$ cat src/rtl/eep_pkg.sv
package eep_pkg;
  typedef enum logic [2:0] {ST_IDLE, ST_RX, ST_ACK, ST_TX, ST_MACK} bus_st_e;
  typedef enum logic [1:0] {RX_CTRL, RX_ADDR, RX_DATA} rx_kind_e;
  localparam logic [3:0] DEV_TAG = 4'b1010;
endpackage

$ cat src/rtl/eep_line_sync.sv
module eep_line_sync (
  input  logic clk,
  input  logic rst_n,
  input  logic scl_i,
  input  logic sda_i,
  output logic scl_s_o,
  output logic sda_s_o,
  output logic start_o,
  output logic stop_o,
  output logic rise_o,
  output logic fall_o
);
  logic [2:0] scl_q, sda_q;

  always_ff @(posedge clk or negedge rst_n) begin
    if (!rst_n) begin
      scl_q <= '1;
      sda_q <= '1;
    end else begin
      scl_q <= {scl_q[1:0], scl_i};
      sda_q <= {sda_q[1:0], sda_i};
    end
  end

  assign scl_s_o = scl_q[1];
  assign sda_s_o = sda_q[1];
  assign start_o = scl_q[1] & scl_q[2] & sda_q[2] & ~sda_q[1];
  assign stop_o  = scl_q[1] & scl_q[2] & ~sda_q[2] & sda_q[1];
  assign rise_o  = scl_q[1] & ~scl_q[2];
  assign fall_o  = ~scl_q[1] & scl_q[2];
endmodule

$ cat src/rtl/eep_page_buf.sv
module eep_page_buf #(
  parameter int PAGE_BYTES = 16,
  parameter int IDX_W      = $clog2(PAGE_BYTES)
) (
  input  logic                    clk,
  input  logic                    rst_n,
  input  logic                    clr_i,
  input  logic                    wr_i,
  input  logic [IDX_W-1:0]        idx_i,
  input  logic [7:0]              data_i,
  output logic [PAGE_BYTES*8-1:0] data_o,
  output logic [PAGE_BYTES-1:0]   mask_o
);
  logic [PAGE_BYTES-1:0] mask_q, mask_d;

  always_comb begin
    mask_d = mask_q;
    if (clr_i)     mask_d = '0;
    else if (wr_i) mask_d[idx_i] = 1'b1;
  end

  always_ff @(posedge clk or negedge rst_n) begin
    if (!rst_n) mask_q <= '0;
    else        mask_q <= mask_d;
  end

  for (genvar i = 0; i < PAGE_BYTES; i++) begin : g_slot
    logic [7:0] slot_q;
    always_ff @(posedge clk) begin
      if (wr_i && (idx_i == IDX_W'(i))) slot_q <= data_i;
    end
    assign data_o[i*8 +: 8] = slot_q;
  end

  assign mask_o = mask_q;
endmodule

$ cat src/rtl/eep_array.sv
module eep_array #(
  parameter int ADDR_W     = 8,
  parameter int PAGE_BYTES = 16,
  parameter int IDX_W      = $clog2(PAGE_BYTES),
  parameter int PAGE_W     = ADDR_W - IDX_W
) (
  input  logic                    clk,
  input  logic                    rst_n,
  input  logic                    commit_i,
  input  logic [PAGE_W-1:0]       page_i,
  input  logic [PAGE_BYTES*8-1:0] data_i,
  input  logic [PAGE_BYTES-1:0]   mask_i,
  input  logic [ADDR_W-1:0]       raddr_i,
  output logic [7:0]              rdata_o
);
  localparam int DEPTH = 1 << ADDR_W;
  logic [7:0] cells [DEPTH];

  for (genvar g = 0; g < DEPTH; g++) begin : g_cell
    localparam int                OFS = g % PAGE_BYTES;
    localparam logic [PAGE_W-1:0] PG  = PAGE_W'(g / PAGE_BYTES);
    logic [7:0] cell_q;
    always_ff @(posedge clk or negedge rst_n) begin
      if (!rst_n) cell_q <= 8'hFF;
      else if (commit_i && (page_i == PG) && mask_i[OFS])
        cell_q <= data_i[OFS*8 +: 8];
    end
    assign cells[g] = cell_q;
  end

  assign rdata_o = cells[raddr_i];

  // A commit without any loaded slot would be a wasted busy period
  assert_commit_has_mask_R6: assert property (@(posedge clk) disable iff (!rst_n)
    commit_i |-> (mask_i != '0));
endmodule

$ cat src/rtl/eep_slave.sv
module eep_slave #(
  parameter int ADDR_W     = 8,
  parameter int PAGE_BYTES = 16,
  parameter int WR_CYCLES  = 400
) (
  input  logic       clk,
  input  logic       rst_n,
  input  logic       scl_i,
  input  logic       sda_i,
  input  logic [2:0] blk_sel_i,
  output logic       sda_pull_o
);
  import eep_pkg::*;
  localparam int IDX_W  = $clog2(PAGE_BYTES);
  localparam int PAGE_W = ADDR_W - IDX_W;
  localparam int BUSY_W = $clog2(WR_CYCLES + 1);

  // reset: asserted asynchronously, released on a clock edge
  logic [1:0] rst_q;
  logic       rst_l;
  always_ff @(posedge clk or negedge rst_n) begin
    if (!rst_n) rst_q <= 2'b00;
    else        rst_q <= {rst_q[0], 1'b1};
  end
  assign rst_l = rst_q[1];

  logic scl_s, sda_s, start, stop, rise, fall;
  eep_line_sync u_sync (
    .clk(clk), .rst_n(rst_l), .scl_i(scl_i), .sda_i(sda_i),
    .scl_s_o(scl_s), .sda_s_o(sda_s), .start_o(start), .stop_o(stop),
    .rise_o(rise), .fall_o(fall));

  bus_st_e             st_q, st_d;
  rx_kind_e            kind_q, kind_d;
  logic [3:0]          cnt_q, cnt_d;
  logic [7:0]          sr_q, sr_d, tx_q, tx_d;
  logic [ADDR_W-1:0]   ptr_q, ptr_d;
  logic                drv_q, drv_d, rd_q, rd_d;
  logic [BUSY_W-1:0]   busy_q, busy_d;
  logic                busy, buf_wr, buf_clr, commit;
  logic [PAGE_BYTES*8-1:0] buf_data;
  logic [PAGE_BYTES-1:0]   buf_mask;
  logic [7:0]          rdata;

  assign busy = (busy_q != '0);

  eep_page_buf #(.PAGE_BYTES(PAGE_BYTES), .IDX_W(IDX_W)) u_buf (
    .clk(clk), .rst_n(rst_l), .clr_i(buf_clr), .wr_i(buf_wr),
    .idx_i(ptr_q[IDX_W-1:0]), .data_i(sr_q), .data_o(buf_data), .mask_o(buf_mask));

  eep_array #(.ADDR_W(ADDR_W), .PAGE_BYTES(PAGE_BYTES), .IDX_W(IDX_W), .PAGE_W(PAGE_W)) u_arr (
    .clk(clk), .rst_n(rst_l), .commit_i(commit), .page_i(ptr_q[ADDR_W-1:IDX_W]),
    .data_i(buf_data), .mask_i(buf_mask), .raddr_i(ptr_q), .rdata_o(rdata));

  always_comb begin
    st_d = st_q; kind_d = kind_q; cnt_d = cnt_q; sr_d = sr_q; tx_d = tx_q;
    ptr_d = ptr_q; drv_d = drv_q; rd_d = rd_q; busy_d = busy_q;
    buf_wr = 1'b0; buf_clr = 1'b0; commit = 1'b0;
    if (busy) begin
      busy_d = busy_q - BUSY_W'(1);
      st_d   = ST_IDLE;
      drv_d  = 1'b0;
    end else if (start) begin
      st_d = ST_RX; kind_d = RX_CTRL; cnt_d = '0; drv_d = 1'b0; buf_clr = 1'b1;
    end else if (stop) begin
      st_d = ST_IDLE; drv_d = 1'b0; buf_clr = 1'b1;
      if (buf_mask != '0) begin
        commit = 1'b1;
        busy_d = BUSY_W'(WR_CYCLES);
      end
    end else begin
      case (st_q)
        ST_RX: begin
          if (rise && cnt_q < 4'd8) begin
            sr_d  = {sr_q[6:0], sda_s};
            cnt_d = cnt_q + 4'd1;
          end else if (fall && cnt_q == 4'd8) begin
            drv_d = 1'b1;
            st_d  = ST_ACK;
            case (kind_q)
              RX_CTRL: begin
                rd_d = sr_q[0];
                if (sr_q[7:4] != DEV_TAG || sr_q[3:1] != blk_sel_i) begin
                  drv_d = 1'b0;
                  st_d  = ST_IDLE;
                end
              end
              RX_ADDR: ptr_d = sr_q[ADDR_W-1:0];
              default: begin
                buf_wr = 1'b1;
                ptr_d  = {ptr_q[ADDR_W-1:IDX_W], IDX_W'(ptr_q[IDX_W-1:0] + 1'b1)};
              end
            endcase
          end
        end
        ST_ACK: begin
          if (fall) begin
            cnt_d = '0;
            if (kind_q == RX_CTRL && rd_q) begin
              st_d  = ST_TX;
              tx_d  = {rdata[6:0], 1'b0};
              drv_d = ~rdata[7];
            end else begin
              st_d   = ST_RX;
              drv_d  = 1'b0;
              kind_d = (kind_q == RX_CTRL) ? RX_ADDR : RX_DATA;
            end
          end
        end
        ST_TX: begin
          if (rise) cnt_d = cnt_q + 4'd1;
          else if (fall) begin
            if (cnt_q == 4'd8) begin
              drv_d = 1'b0;
              st_d  = ST_MACK;
            end else begin
              drv_d = ~tx_q[7];
              tx_d  = {tx_q[6:0], 1'b0};
            end
          end
        end
        ST_MACK: begin
          if (rise) begin
            if (sda_s) st_d = ST_IDLE;
            else begin
              ptr_d = ptr_q + 1'b1;
              cnt_d = 4'd9;
            end
          end else if (fall && cnt_q == 4'd9) begin
            st_d  = ST_TX;
            cnt_d = '0;
            tx_d  = {rdata[6:0], 1'b0};
            drv_d = ~rdata[7];
          end
        end
        default: ;
      endcase
    end
  end

  always_ff @(posedge clk or negedge rst_l) begin
    if (!rst_l) begin
      st_q <= ST_IDLE; kind_q <= RX_CTRL; cnt_q <= '0; sr_q <= '0; tx_q <= '0;
      ptr_q <= '0; drv_q <= 1'b0; rd_q <= 1'b0; busy_q <= '0;
    end else begin
      st_q <= st_d; kind_q <= kind_d; cnt_q <= cnt_d; sr_q <= sr_d; tx_q <= tx_d;
      ptr_q <= ptr_d; drv_q <= drv_d; rd_q <= rd_d; busy_q <= busy_d;
    end
  end

  assign sda_pull_o = drv_q;

  // the slave never moves the line while the bus clock is high
  assert_pull_stable_R8: assert property (@(posedge clk) disable iff (!rst_l)
    (scl_s && $past(scl_s)) |-> $stable(sda_pull_o));
  // silent for the whole self-timed cycle
  assert_busy_silent_R7: assert property (@(posedge clk) disable iff (!rst_l)
    busy |-> !sda_pull_o);
  assert_commit_starts_busy_R7: assert property (@(posedge clk) disable iff (!rst_l)
    commit |=> busy);
  // a missing master acknowledge returns the slave to standby
  assert_nack_to_idle_R10: assert property (@(posedge clk) disable iff (!rst_l)
    (st_q == ST_MACK && rise && sda_s && !busy) |=> (st_q == ST_IDLE && !sda_pull_o));
endmodule

$ cat config.mk
export PLATFORM = sky130hd
export DESIGN_NAME = eep_slave
export DESIGN_NICKNAME = d
export VERILOG_FILES = /design/src/rtl/eep_pkg.sv /design/src/rtl/eep_line_sync.sv /design/src/rtl/eep_page_buf.sv /design/src/rtl/eep_array.sv /design/src/rtl/eep_slave.sv
export SDC_FILE = /design/constraint.sdc
export NUM_CORES = 2
export LEC_CHECK = 0
export ABC_CLOCK_PERIOD_IN_PS = 139500
export BUFFER_PORTS_ARGS = -buffer_cell sky130_fd_sc_hd__buf_2
export CORE_UTILIZATION = 33
export CTS_BUF_LIST = sky130_fd_sc_hd__clkbuf_16
export DETAILED_ROUTE_END_ITERATION = 8
export RECOVER_POWER = 25
export SKIP_LAST_GASP = 1
export SLEW_MARGIN = 15
export SYNTH_ARGS = -nofsm -noshare
export SYNTH_HDL_FRONTEND = slang
export SYNTH_SLANG_ARGS = --single-unit
$ cat constraint.sdc
create_clock -name clk -period 139.5 [get_ports clk]
set_input_delay 27.9 -clock clk [delete_from_list [all_inputs] [get_ports clk]]
set_output_delay 27.9 -clock clk [all_outputs]
set_load 0.02 [all_outputs]
# Word level (Yosys, flattened, before mapping)
# Cells that the tools add are included.
[word_totals] register_bits=2244 out_inout_bits=1
[op_classes] n_addsub=4 n_lt_le_gt_ge=4 n_eq_ne=70 muxes=85 bitwise_logic=19 reduce_logical=319
[op_table] op="1-bit logical AND" n=293
[op_table] op="8-bit 2-to-1 mux" n=13
[op_table] op="4-bit equality test (second input constant)" n=18
[op_table] op="8-bit binary-select mux with 8-bit select" n=1
[op_table] op="5-bit != test (second input constant)" n=8
[op_table] op="3-bit 2-to-1 mux" n=12
[op_table] op="9-bit 2-to-1 mux" n=4
[op_table] op="4-bit by 3-bit equality test with 1-bit output (second input constant)" n=8
[op_table] op="16-bit 2-to-1 mux" n=2
[op_table] op="4-bit 2-to-1 mux" n=8
[op_table] op="8-bit one-hot mux with 2 select lines" n=2
[op_table] op="1-bit 2-to-1 mux" n=29
[op_table] op="2-bit != test (second input constant)" n=14
[op_table] op="8-bit one-hot mux with 3 select lines" n=1
[op_table] op="2-bit 2-to-1 mux" n=9
[op_table] op="9-bit AND reduction" n=2
[op_table] op="4-bit by 2-bit equality test with 1-bit output (second input constant)" n=4
[op_table] op="16-bit OR" n=1
[op_table] op="4-bit one-hot mux with 4 select lines" n=1
[op_table] op="8-bit AND reduction" n=2
[op_table] op="16-bit nonzero test" n=1
[op_table] op="4-bit != test (second input constant)" n=3
[op_table] op="3-bit one-hot mux with 4 select lines" n=1
[op_table] op="2-bit nonzero test" n=6
[op_table] op="35 further kinds" n=58

# Logic depth before layout (Yosys ltp)
[logic_depth] ltp_word=11 ltp_mapped=14 ltp_nobuf=10

# Cells and area by module
# Synthesis repeated with hierarchy kept, for this count alone.
[unflattened] cells_unflattened=6398 hier_area_um2=103021.3
[modules_own_cells] module="eep_array" n_inst=1 cells_each=5897 area_each_um2=95435.3 seq_area_each_um2=53811.6
[modules_own_cells] module="eep_page_buf" n_inst=1 cells_each=208 area_each_um2=4610.7 seq_area_each_um2=4244.1
[modules_own_cells] module="eep_slave" n_inst=1 cells_each=283 area_each_um2=2782.7 seq_area_each_um2=1126.1
[modules_own_cells] module="eep_line_sync" n_inst=1 cells_each=10 area_each_um2=192.7 seq_area_each_um2=157.7

# Worst setup path after synthesis
# Ideal clock, no wire load.
[synth_timing] path_type="input to register" start="in blk_sel_i[0]" end="reg st_q[1]" setup_ns=0.095 t_arrival_ns=28.733 required_time_ns=139.405 setup_slack_ns=110.672 path_stages=7 cell_sequence="xnor2_1 -> nand4_1 -> nor3_1 -> o21ai_0 -> a211oi_1 -> o21ai_0 -> o31ai_1"
[synth_between] elab_chain_len=10
[synth_lines] item="start: declaration" line="eep_slave.sv:10" rtl="input logic [2:0] blk_sel_i,"
[synth_lines] item="3-bit != test" line="eep_slave.sv:83" rtl="if (sr_q[7:4] != DEV_TAG || sr_q[3:1] != blk_sel_i) begin"
[synth_lines] item="1-bit logical OR" line="eep_slave.sv:83"
[synth_lines] item="2-bit 2-to-1 mux" line="eep_slave.sv:83"
[synth_lines] item="2-bit 2-to-1 mux" line="eep_slave.sv:80" rtl="case (kind_q)"
[synth_lines] item="3-bit 2-to-1 mux" line="eep_slave.sv:77" rtl="end else if (fall && cnt_q == 4'd8) begin"
[synth_lines] item="3-bit 2-to-1 mux" line="eep_slave.sv:74" rtl="if (rise && cnt_q < 4'd8) begin"
[synth_lines] item="3-bit one-hot mux with 4 select lines" line="eep_slave.sv:72" rtl="case (st_q)"
[synth_lines] item="3-bit 2-to-1 mux" line="eep_slave.sv:65" rtl="end else if (stop) begin"
[synth_lines] item="3-bit 2-to-1 mux" line="eep_slave.sv:63" rtl="end else if (start) begin"
[synth_lines] item="3-bit 2-to-1 mux" line="eep_slave.sv:59" rtl="if (busy) begin"
[synth_lines] item="end signal: assignment" line="eep_slave.sv:146" rtl="st_q <= st_d; kind_q <= kind_d; cnt_q <= cnt_d; sr_q <= sr_d; tx_q <= tx_d;"
[synth_lines] item="end: declaration" line="eep_slave.sv:33" rtl="bus_st_e st_q, st_d;"
# No other way between the ends. The select of a mux whose other input is x is not followed.
# A chain may end at the register's enable or synchronous reset.

# Final worst setup path
[layout_timing] start="reg drv_q, in the netlist sda_pull_o" end="out sda_pull_o"
[layout_rtl] item="start: declaration" line="eep_slave.sv:38" rtl="logic drv_q, drv_d, rd_q, rd_d;"
[layout_rtl] item="start signal: assignment" line="eep_slave.sv:147" rtl="ptr_q <= ptr_d; drv_q <= drv_d; rd_q <= rd_d; busy_q <= busy_d;"
[layout_rtl] item="end: declaration" line="eep_slave.sv:11" rtl="output logic sda_pull_o"
# No word-level cell between the ends.

==> results.sh <==
export IMPL_nFillCells=29000
export IMPL_gpl_final_weighted_congestion=1.01
export IMPL_synthesis_instances=6352
export IMPL_syn_mean_instance_area_sq_um=16.3
export IMPL_synth_area_leaders="dfstp_2 52%, mux2_2 19%, mux4_2 11%"
export IMPL_dp_worst_setup_slack_ns=110.28
export IMPL_synth_top_family_by_area="multiplexers"
export IMPL_cts_resized=0
export IMPL_portBuffers=7
export IMPL_layout_cell_share_with_drive_strength_beyond_1_pct=76.3
export IMPL_crit_fanout=2
export IMPL_worst_supply_voltage_drop_on_vdd_uv=10.2
export IMPL_detail_route_wirelength_microns=399000
export IMPL_insertion_delay_ns=0.93
export IMPL_groute_usage_overall_pct=25.0
export IMPL_cts_htree_levels=4
export IMPL_yosysSeqAreaShare_pct=57.2
export IMPL_wl_per_cell_microns=36.9
export IMPL_timing_hold_worst_class="register to register"
export IMPL_tritoncts_num_sinks=2243
export IMPL_fp_row_count=205
export IMPL_cellPowerDensity_mw_per_mm2=12.4
export IMPL_area_delta_synth_final_pct=12.1
export IMPL_timing_critical_path_slowest_stage_cell="dfrtp_1"
export IMPL_arrival_ns=1.46
export IMPL_number_of_antenna_violations_at_the_first_check_in_global_routing=82
export IMPL_synth_distinct_cells=77
export IMPL_vias_per_cell=5.74
export IMPL_die_area_sq_mm=0.316
export IMPL_p_leak_uw=0.0472
export IMPL_finClkSkew_ns=0.0643
export IMPL_timing_critical_path_cells="buf_2"
export IMPL_setup_viol=0
export IMPL_initial_core_utilization_pct=33.2
export IMPL_dieHeight_microns=563
export IMPL_layout_worst_path_cycle_share_pct=21.0
export IMPL_synth_simple_gate_area_share_pct=3.29
export IMPL_timing_setup_critical_path_class="register to output port"
export IMPL_nNetsFinal=6467
export IMPL_setup_ws_ns=110.14
export IMPL_critical_path_n_buffers_inverters=1
export IMPL_post_synthesis_adder_cell_area_fraction_pct=0.109
export IMPL_required_ns=111.60
export IMPL_postCtsHoldBufs=0
export IMPL_fin_util_pct=37.2
export IMPL_postRouteAntennaNets=0
export IMPL_ff_latch_area_sq_mm=0.0594
export IMPL_synth_cell_area_sq_mm=0.104
export IMPL_synth_seq_cells=2243
export IMPL_dpl_hpwl_microns=270000
export IMPL_post_cts_repair_setup_buffers=0
export IMPL_firstDrtPassIters=6
export IMPL_grt_first_pass_wirelength_microns=544000
export IMPL_synthXorXnorAreaFrac_pct=0.0507
export IMPL_finalNonFillerCells=10800
export IMPL_dp_cells=10300
export IMPL_die_w_microns=563
export IMPL_final_area_sq_mm=0.116
export IMPL_first_global_vias=63100
export IMPL_final_max_slew_viol_count=1409
export IMPL_crit_family="flip-flops"
export IMPL_period_needed_ns=29.36
export IMPL_highest_clock_rate_mhz=34.1
export IMPL_fin_setup_tns_ns=0
export IMPL_async_set_or_reset_flop_fraction_in_the_synthesized_netlist_pct=94.3
export IMPL_final_hold_violation_count=0
export IMPL_post_dp_cell_area_sq_mm=0.109
export IMPL_ctsLongestPathBuffers=4
export IMPL_maximum_number_of_pins_on_one_net_before_global_route_repair=183
export IMPL_yosys_top_cells_count="2054 x dfstp_2, 1749 x mux2_2, 498 x mux4_2, 240 x mux2_1, 233 x clkbuf_1"
export IMPL_timing_slew_headroom_pct=-525
export IMPL_synth_most_common_cell="dfstp_2"
export IMPL_maxCapViolCount=25
export IMPL_violations_in_the_final_reports="capacitance limit, slew limit"
export IMPL_detail_route_iter0_violations=6750
export IMPL_route_detailed_drc=0
export IMPL_tritoncts="yes"
export IMPL_num_vias=62000
export IMPL_grt_setup_unrepaired="false"
export IMPL_clock_tree_root_cell="clkbuf_16"
export IMPL_cts_clk_slew_worst_paths_ns=0.06
export IMPL_synth_flop_cell="dfstp_2"
export IMPL_synth_area_mux_share_pct=35.3
export IMPL_boundaryPins=8
export IMPL_grt_remaining_overflow=0
export IMPL_number_of_flops_mapped_to_enable_cells_by_yosys=128
export IMPL_clock_buffers_created_by_tritoncts=247
export IMPL_floorplan_core_area_sq_mm=0.312
export IMPL_multi_input_comb_area_sq_mm=0.0423
export IMPL_yosysTopAreaCell="dfstp_2"
export IMPL_post_synthesis_net_count=6368
export IMPL_synth_top_cell_area_share_pct=52.1
export IMPL_timing_critical_path_to_type="output port"
export IMPL_worst_slew_pin_transition_ns=9.38
export IMPL_synth_compound_area_share_pct=2.24
export IMPL_worst_path_largest_cell_delay_ns=0.39
export IMPL_synth_yosys_warnings=0
export IMPL_run_status="complete, but fails checks"
export IMPL_start_kind="register"
## layout make-up
class,instances,share of cell area (%)
well taps,4140,4.46
clock inverters,198,1.14
repair buffers,227,1.42
flip-flops and latches,2243,51.1
inverters,19,0.0657
multi-input cells,3713,36.4
clock buffers,250,5.38
diodes,21,0.0452
## state kept, by name, indices dropped and copies added (netlist names)
name                 cells
ptr_q                    8
busy_q                   9
u_buf.g_slot.slot_q    128
u_sync.sda_q             3
st_q                     3
u_sync.scl_q             3
u_arr.g_cell.cell_q   2048
kind_q                   2
cnt_q                    4
rst_q                    2
sr_q                     8
u_buf.mask_o            16
sda_pull_o               1
rd_q                     1
tx_q                     7
## worst reg2reg max path: stages, from the launching register on
cell	delay, ns
dfrtp_1	1.93
clkbuf_1	2.72
clkbuf_1	5.65
clkbuf_1	7.19
## worst paths after layout
| kind | start | end | slack, ns | depth (start not counted) |
|---|---|---|---|---|
| hold / removal | rst_q[0]$_DFF_PN0_ | rst_q[1]$_DFF_PN0_ | 0.35 | 0 |
| hold reg to reg | rst_q[0]$_DFF_PN0_ | rst_q[1]$_DFF_PN0_ | 0.35 | 0 |
| setup reg to reg | rst_q[1]$_DFF_PN0_ | ptr_q[3]$_DFFE_PN0P_ | 118.11 | 3 |
| max in group asynchronous | rst_n | rst_q[0]$_DFF_PN0_ | 112.62 | 1 |
| setup / recovery | sda_pull_o$_DFFE_PN0P_ | sda_pull_o | 110.14 | 1 |
| min in group asynchronous | rst_q[1]$_DFF_PN0_ | u_arr.g_cell[220].cell_q[3]$_DFFE_PN1P_ | 1.77 | 0 |
## stage by stage
step	hold WS, ns	power (uW)
finish	0.347	1450
global route	0.358	1490
CTS	0.351	1460
detailed placement	0.335	832
global placement	0.348	831
floorplan	0.331	780
## logic make-up (layout without fill, tap and decap cells)
| group | after synthesis | in the layout |
|---|---|---|
| DFF | 2243 | 2243 |
| AOI/OAI and AO/OA | 343 | 343 |
| muxes | 2747 | 2747 |
| and+or+nand+nor | 607 | 607 |
| adders and majority gates | 9 | 9 |
| xor gates and xnor gates | 6 | 6 |
| other | 1 | 22 |
| buffers and inverters | 396 | 694 |
## placed cells by master, fill, tap and decap left out, drive strengths merged, types with 7 or more instances in the layout
cell type  count
inv           81
edfxtp       128
clkinvlp       9
nand2b        18
mux2        2069
a221oi        34
o21a          17
nor2b         16
dfstp       2054
o21ai         72
mux2i        180
a21oi         51
nor4          17
o22ai         18
clkinv       113
ha             9
nand4         17
a22o          10
mux4         498
diode         21
nor2          76
nand2        377
and2           7
a22oi         68
buf          205
a31oi         12
dfrtp         61
clkbuf       272
nand3         43
o211ai        26
nor3          22
bufinv        14
## per-layer routing
| metal | routed length [microns] | up-vias | GRT usage (%) | part of all wire, % |
|---|---|---|---|---|
| met4 | 26200 | 20 | 14.0 | 6.6 |
| met5 | 127 | - | 0 | 0.032 |
| li1 | - | 24100 | - | - |
| met2 | 179000 | 2604 | 37.8 | 45 |
| met3 | 36600 | 731 | 7.78 | 9.2 |
| met1 | 158000 | 34500 | 31.8 | 39 |
## power by group
part / switching, uW / total, uW / internal, uW
Combinational: 100 / 152 / 51.5
Clock: 277 / 626 / 349
Sequential: 7.02 / 669 / 662
Total: 384 / 1450 / 1060
(Power assumes the default switching activity.)
